`src/rtl/rtc_emu_pkg.sv`:
```
package rtc_emu_pkg;
   localparam int STATUS_W = 16;
   localparam logic [7:0] IRQ_COUNT = 8'd1;
   localparam int BIT_UPD = 4;
   localparam int BIT_ALM = 5;
   localparam int BIT_PER = 6;
   localparam int BIT_REQ = 7;

   typedef enum logic {
      TRK_IDLE,
      TRK_SEEK
   } trk_state_t;
endpackage

```
`src/rtl/rtc_deadline_tracker.sv`:
```
module rtc_deadline_tracker
   import rtc_emu_pkg::*;
#(
   parameter int CNT_W  = 32,
   parameter int LOST_W = 16
) (
   input  logic              clk,
   input  logic              rst_n,
   input  logic              any_en,
   input  logic              tick,
   input  logic [CNT_W-1:0]  counter,
   input  logic [CNT_W-1:0]  interval,
   output logic              chan_en,
   output logic [CNT_W-1:0]  deadline,
   output logic              done,
   output logic [LOST_W-1:0] lost
);
   localparam logic [LOST_W-1:0] LOST_MAX = '1;

   trk_state_t        st;
   logic              any_en_q;
   logic [LOST_W-1:0] lost_run;
   logic [CNT_W-1:0]  gap;

   // signed distance from deadline to counter; positive means behind
   assign gap = counter - deadline;

   always_ff @(posedge clk) begin
      if (!rst_n) begin
         st       <= TRK_IDLE;
         any_en_q <= 1'b0;
         chan_en  <= 1'b0;
         deadline <= '0;
         done     <= 1'b0;
         lost     <= '0;
         lost_run <= '0;
      end else begin
         any_en_q <= any_en;
         done     <= 1'b0;
         if (!any_en) begin
            chan_en <= 1'b0;
            st      <= TRK_IDLE;
         end else if (!any_en_q) begin
            chan_en  <= 1'b1;
            deadline <= counter + interval;
            st       <= TRK_IDLE;
         end else begin
            case (st)
               TRK_IDLE: begin
                  if (tick && chan_en) begin
                     deadline <= deadline + interval;
                     lost_run <= '0;
                     st       <= TRK_SEEK;
                  end
               end
               TRK_SEEK: begin
                  if ($signed(gap) > 0) begin
                     deadline <= deadline + interval;
                     if (lost_run != LOST_MAX) lost_run <= lost_run + 1'b1;
                  end else begin
                     done <= 1'b1;
                     lost <= lost_run;
                     st   <= TRK_IDLE;
                  end
               end
               default: st <= TRK_IDLE;
            endcase
         end
      end
   end
endmodule

```
`src/rtl/rtc_flag_eval.sv`:
```
module rtc_flag_eval
   import rtc_emu_pkg::*;
#(
   parameter int TIME_W     = 8,
   parameter int PER_W      = 14,
   parameter int LOST_W     = 16,
   parameter int LOST_OUT_W = 8
) (
   input  logic                  clk,
   input  logic                  rst_n,
   input  logic                  done,
   input  logic [LOST_W-1:0]     lost,
   input  logic                  en_update,
   input  logic                  en_alarm,
   input  logic                  en_periodic,
   input  logic [TIME_W-1:0]     cur_hour,
   input  logic [TIME_W-1:0]     cur_min,
   input  logic [TIME_W-1:0]     cur_sec,
   input  logic [TIME_W-1:0]     alm_hour,
   input  logic [TIME_W-1:0]     alm_min,
   input  logic [TIME_W-1:0]     alm_sec,
   input  logic [PER_W-1:0]      per_limit,
   output logic                  irq_strobe,
   output logic [STATUS_W-1:0]   irq_status,
   output logic [LOST_OUT_W-1:0] lost_ticks
);
   localparam int SUM_W = ((PER_W > LOST_W) ? PER_W : LOST_W) + 2;

   logic [TIME_W-1:0]     prev_sec;
   logic [PER_W-1:0]      per_cnt;
   logic [SUM_W-1:0]      per_sum;
   logic                  f_upd, f_alm, f_per, f_any;
   logic [LOST_OUT_W-1:0] lost_sat;

   assign per_sum = SUM_W'(per_cnt) + (en_periodic ? SUM_W'(lost) : '0) + SUM_W'(1);
   assign f_upd = en_update && (cur_sec != prev_sec);
   assign f_alm = en_alarm && (cur_hour == alm_hour) && (cur_min == alm_min)
                  && (cur_sec == alm_sec);
   assign f_per = en_periodic && (per_sum >= SUM_W'(per_limit));
   assign f_any = f_upd | f_alm | f_per;

   generate
      if (LOST_OUT_W >= LOST_W) begin : g_wide
         assign lost_sat = LOST_OUT_W'(lost);
      end else begin : g_sat
         localparam logic [LOST_OUT_W-1:0] SAT_MAX = '1;
         assign lost_sat = (lost > LOST_W'(SAT_MAX)) ? SAT_MAX : lost[LOST_OUT_W-1:0];
      end
   endgenerate

   always_ff @(posedge clk) begin
      if (!rst_n) begin
         prev_sec   <= '0;
         per_cnt    <= '0;
         irq_strobe <= 1'b0;
         irq_status <= '0;
         lost_ticks <= '0;
      end else begin
         irq_strobe <= 1'b0;
         irq_status <= '0;
         if (done) begin
            lost_ticks <= lost_sat;
            if (f_upd) prev_sec <= cur_sec;
            if (en_periodic) per_cnt <= f_per ? '0 : per_sum[PER_W-1:0];
            if (f_any) begin
               irq_strobe          <= 1'b1;
               irq_status[15:8]    <= IRQ_COUNT;
               irq_status[BIT_REQ] <= 1'b1;
               irq_status[BIT_PER] <= f_per;
               irq_status[BIT_ALM] <= f_alm;
               irq_status[BIT_UPD] <= f_upd;
            end
         end
      end
   end
endmodule

```
`src/rtl/rtc_irq_emu.sv`:
```
module rtc_irq_emu
   import rtc_emu_pkg::*;
#(
   parameter int CNT_W      = 32,
   parameter int TIME_W     = 8,
   parameter int PER_W      = 14,
   parameter int LOST_W     = 16,
   parameter int LOST_OUT_W = 8
) (
   input  logic                  clk,
   input  logic                  rst_n,
   input  logic                  tick,
   input  logic [CNT_W-1:0]      counter,
   input  logic [CNT_W-1:0]      interval,
   input  logic                  en_update,
   input  logic                  en_alarm,
   input  logic                  en_periodic,
   input  logic [TIME_W-1:0]     cur_hour,
   input  logic [TIME_W-1:0]     cur_min,
   input  logic [TIME_W-1:0]     cur_sec,
   input  logic [TIME_W-1:0]     alm_hour,
   input  logic [TIME_W-1:0]     alm_min,
   input  logic [TIME_W-1:0]     alm_sec,
   input  logic [PER_W-1:0]      per_limit,
   output logic                  chan_en,
   output logic [CNT_W-1:0]      deadline,
   output logic                  irq_strobe,
   output logic [STATUS_W-1:0]   irq_status,
   output logic [LOST_OUT_W-1:0] lost_ticks
);
   generate
      if (CNT_W < 8)             begin : g_bad_cnt  $error("CNT_W too small");  end
      if (TIME_W < 6)            begin : g_bad_time $error("TIME_W too small"); end
      if (PER_W < 2)             begin : g_bad_per  $error("PER_W too small");  end
      if (LOST_W < LOST_OUT_W)   begin : g_bad_lost $error("LOST_W below output width"); end
   endgenerate

   logic              any_en;
   logic              trk_done;
   logic [LOST_W-1:0] trk_lost;

   assign any_en = en_update | en_alarm | en_periodic;

   rtc_deadline_tracker #(
      .CNT_W (CNT_W),
      .LOST_W(LOST_W)
   ) i_trk (
      .clk     (clk),
      .rst_n   (rst_n),
      .any_en  (any_en),
      .tick    (tick),
      .counter (counter),
      .interval(interval),
      .chan_en (chan_en),
      .deadline(deadline),
      .done    (trk_done),
      .lost    (trk_lost)
   );

   rtc_flag_eval #(
      .TIME_W    (TIME_W),
      .PER_W     (PER_W),
      .LOST_W    (LOST_W),
      .LOST_OUT_W(LOST_OUT_W)
   ) i_eval (
      .clk        (clk),
      .rst_n      (rst_n),
      .done       (trk_done),
      .lost       (trk_lost),
      .en_update  (en_update),
      .en_alarm   (en_alarm),
      .en_periodic(en_periodic),
      .cur_hour   (cur_hour),
      .cur_min    (cur_min),
      .cur_sec    (cur_sec),
      .alm_hour   (alm_hour),
      .alm_min    (alm_min),
      .alm_sec    (alm_sec),
      .per_limit  (per_limit),
      .irq_strobe (irq_strobe),
      .irq_status (irq_status),
      .lost_ticks (lost_ticks)
   );
endmodule

```
`config.mk`:
```
export PLATFORM = sky130hd
export DESIGN_NAME = rtc_irq_emu
export DESIGN_NICKNAME = d
export VERILOG_FILES = /design/src/rtl/rtc_emu_pkg.sv /design/src/rtl/rtc_deadline_tracker.sv /design/src/rtl/rtc_flag_eval.sv /design/src/rtl/rtc_irq_emu.sv
export SDC_FILE = /design/constraint.sdc
export NUM_CORES = 1
export LEC_CHECK = 0
export ABC_AREA = 1
export BUFFER_PORTS_ARGS = -buffer_cell sky130_fd_sc_hd__buf_2
export CAP_MARGIN = 15
export CELL_PAD_IN_SITES_DETAIL_PLACEMENT = 0
export CELL_PAD_IN_SITES_GLOBAL_PLACEMENT = 1
export CORE_ASPECT_RATIO = 0.5
export CORE_UTILIZATION = 42
export CTS_BUF_LIST = sky130_fd_sc_hd__clkbuf_16
export CTS_CLUSTER_SIZE = 10
export DETAILED_ROUTE_END_ITERATION = 16
export PLACE_DENSITY = 0.9
export SYNTH_ARGS = -nofsm -noshare
export SYNTH_HDL_FRONTEND = slang
export SYNTH_SLANG_ARGS = --single-unit
```
`constraint.sdc`:
```
create_clock -name clk -period 10.6 [get_ports clk]
set_input_delay 2.12 -clock clk [delete_from_list [all_inputs] [get_ports clk]]
set_output_delay 2.12 -clock clk [all_outputs]
set_load 0.01 [all_outputs]
```
==> results.md <==
* Slew at the pin with the worst max-slew slack at 1.11 ns
* Global-route wire length before repair at 49400 um
* Max-slew violation count at 0
* Post-synth top area share at 0.195
* Synth top area cells: dfxtp_1 (19%), nand2_1 (19%), ha_1 (11%), inv_1 (11%), a21oi_1 (7.3%)
* Post-layout util at 0.488
* Final net count at 2155
* Reg2reg path depth at 15
* Final Hold Vio Count at 0
* Critical path class: in2reg
* Row cnt at 40
* P_sw at 0.000605 W
* CORE AREA at 24200 um^2
* Post-route minimum period at 5.33 ns
* Worst reg2reg path endpoint: i_trk.deadline[20]$_SDFFE_PN0P_
* DR pass1 iterations at 6
* Clk_skew at 0.00929 ns
* Post-synth ARST share at 0
* Clk_lat worst skew at 0.39 ns
* Most numerous cell in the Yosys netlist: nand2_1
* Cell Area, Synth at 10500 um^2
* Worst IR Drop VDD at 67.5 uV
* Final worst slack at 5.27 ns
* Post-CTS Setup Inserts at 0
* Ant diodes at 0
* Worst hold start: i_eval.per_cnt[0]$_SDFFE_PN0P_
* Pre-CTS setup slack at 4.88 ns
* Syn. warnings at 0
* Vias in the first global route at 10100
* Synth unique cells at 48
* HP Class: reg2reg
* EDFF count, synth at 0
* Area Overhead vs Synth at 12.7%
* Total track usage at 0.240
* Vias per inst at 4.89
* Initial antenna violation count at 0
* CP Max Fanout at 19
* P_leak at 6.45 nW
* CTS tree: done
* Total CTS buffers at 9
* Die height at 114 um
* Hold_buf cts at 0
* Finished Layout Cells at 2270
* Power Density at 120 nW/um^2
* Hold Path End: i_eval.per_cnt[0]$_SDFFE_PN0P_
* Status: completed
* Flop2flop setup slack at 6.73 ns
* Crit path launch type: input pin
* CP Data Required Time at 10.88 ns
* Dominant cell type by area after synthesis: dfxtp_1
* Die X-Extent at 225 um
* Reg power frac at 0.305
* Drt initial violations at 860
* Total die area at 25600 um^2
* Initial Util at 0.433
* Mapped Cells at 1782
* Upper clock frequency limit at 187 MHz
* Worst EP arrival at 5.61 ns
* Number of instances in the placed design at 2254
* Internal Power at 0.000808 W
* Sink Count at 102
* Total gr overflow at 0
* Fillers at 2684
* Most frequent cells after synthesis: nand2_1 (519), inv_1 (294), nor2_1 (177)
* I/O pin total at 190
* Crit end category: flip-flop
* Sw frac at 0.428
* Routability cong. at 0.878
* DRT antenna net count at 0
* Worst-case clock buffer depth at 2
* CTS-repair resized insts at 0
* Max Cap Viol at 0
* Avg WL per Cell at 13.1 um
* Setup violations, final at 0
* Pin count of the biggest net entering global routing at 71
* Hold_ws at 0.473 ns
* Vias at 11100
* Comb pwr share at 0.455
* Slew headroom at 0.259
* Yosys reg bits at 102
* H-tree levels at 3
* Clock Pin Slew Worst Setup and Hold Paths at 0.07 ns
* HPWL Detailed at 23700 um
* Post-Route WL at 29800 um
* Clock root buffer: clkbuf_16
* Top_reg_cell synth: dfxtp_1
* Port Buf Inserts at 178
* Hold depth at 2
* Setup tns final at 0 ns
* Worst reg2reg startpoint: i_trk.any_en_q$_SDFF_PN0_
* Syn_area_per_cell at 5.88 um^2
* Seq/Total Area, Yosys at 0.195
* RSZ-0062 raised after global routing: no
* Layout cells sized above 1 at 0.115
* Final critical-path share of the clock period at 0.503
* Clock Power Share at 0.240
* # DRC at 0
worst max-delay path by stage:
stage / end / from / slack, ns / depth (start not counted)
4_1_cts: i_eval.per_cnt[10]$_SDFFE_PN0P_ / en_periodic / 5.29 / 21
5_1_grt: i_eval.irq_status[4]$_SDFF_PN0_ / en_periodic / 4.91 / 21
2_1_floorplan: i_eval.per_cnt[10]$_SDFFE_PN0P_ / en_periodic / 5.22 / 23
6_report: i_eval.irq_status[4]$_SDFF_PN0_ / en_periodic / 5.27 / 22
3_5_place_dp: i_eval.per_cnt[10]$_SDFFE_PN0P_ / en_periodic / 4.88 / 21
3_3_place_gp: i_eval.irq_status[4]$_SDFF_PN0_ / en_periodic / 4.96 / 21
power groups by stage:
stage	clock network (W)	logic (W)	registers, W
floorplan	0	0.000465	0.000442
global placement	0	0.000635	0.000439
detailed placement	0	0.000637	0.000439
CTS	0.000352	0.000641	0.000430
global route	0.000374	0.000735	0.000434
finish	0.000339	0.000642	0.000430
per-stage QoR:
| step | cell area, um^2 | total power [W] |
|---|---|---|
| 6_report | 11800 | 0.00141 |
| 5_1_grt | 11800 | 0.00154 |
| 4_1_cts | 11800 | 0.00142 |
| 3_5_place_dp | 11500 | 0.00108 |
| 3_3_place_gp | 11500 | 0.00107 |
| 2_1_floorplan | 10500 | 0.000907 |
metal layers:
metal  GRT usage  part of all wire  vias to the layer above
met5           0                 0                        -
met3      0.0500             0.058                       19
met2       0.370              0.41                      255
met4      0.0331            0.0080                        0
li1            -                 -                     5946
met1       0.350              0.53                     4883
sequential cells by signal, indices dropped and copies added (netlist names):
register / cells
i_eval.irq_status: 4
i_eval.lost_ticks: 8
i_eval.per_cnt: 14
i_eval.prev_sec: 8
i_trk.any_en_q: 1
i_trk.chan_en: 1
i_trk.deadline: 32
i_trk.done: 1
i_trk.lost: 16
i_trk.lost_run: 16
i_trk.st: 1
kinds of logic after synthesis:
family                     count (synthesis)  synth area share
AOI/OAI and AO/OA                        291             0.151
buffers and inverters                    353             0.138
xor gates and xnor gates                  65            0.0543
other                                      1          0.000358
adders and majority gates                 94             0.114
DFF                                      102             0.195
and+or+nand+nor                          876             0.347
area by class of cell:
cell class,instances,area [um^2],share of cell area
Tap cell,336,420,0.0356
Inverter,298,1120,0.0947
Timing Repair Buffer,181,913,0.0773
Clock inverter,7,63.8,0.00540
Multi-Input combinational cell,1337,7030,0.595
Clock buffer,9,225,0.0191
Sequential cell,102,2040,0.173
critical path, cell delays in order:
cell	delay (ns)
buf_2	0.33
nand2_1	0.10
inv_1	0.08
ha_1	0.27
a21oi_1	0.16
nand2_1	0.11
nand2_1	0.09
nand3_1	0.10
a21boi_0	0.30
o21ai_1	0.17
a31oi_1	0.19
xor2_1	0.20
inv_1	0.07
ha_1	0.30
nand4_1	0.12
a21o_1	0.09
o2111ai_1	0.10
nand3b_1	0.19
nand2_2	0.25
nand2_1	0.08
nand2_1	0.11
nor2_1	0.06
placed cells by master (no fill, tap or decap), drive strengths merged, types with 2 or more instances in the layout:
cell	count
dfxtp	102
conb	11
nand4	25
ha	91
nor3	14
o21a	3
a21o	6
clkinv	5
nor4	6
o22ai	5
inv	299
o21bai	7
nand2	527
o21ai	84
o2111ai	2
a211oi	4
o211ai	5
a21oi	153
fa	3
nand3b	5
xnor2	28
nand3	105
xor2	37
a31oi	11
buf	181
nor2	183
a21boi	6
clkbuf	9
and2	8
Power figures use the tool's default switching activity.
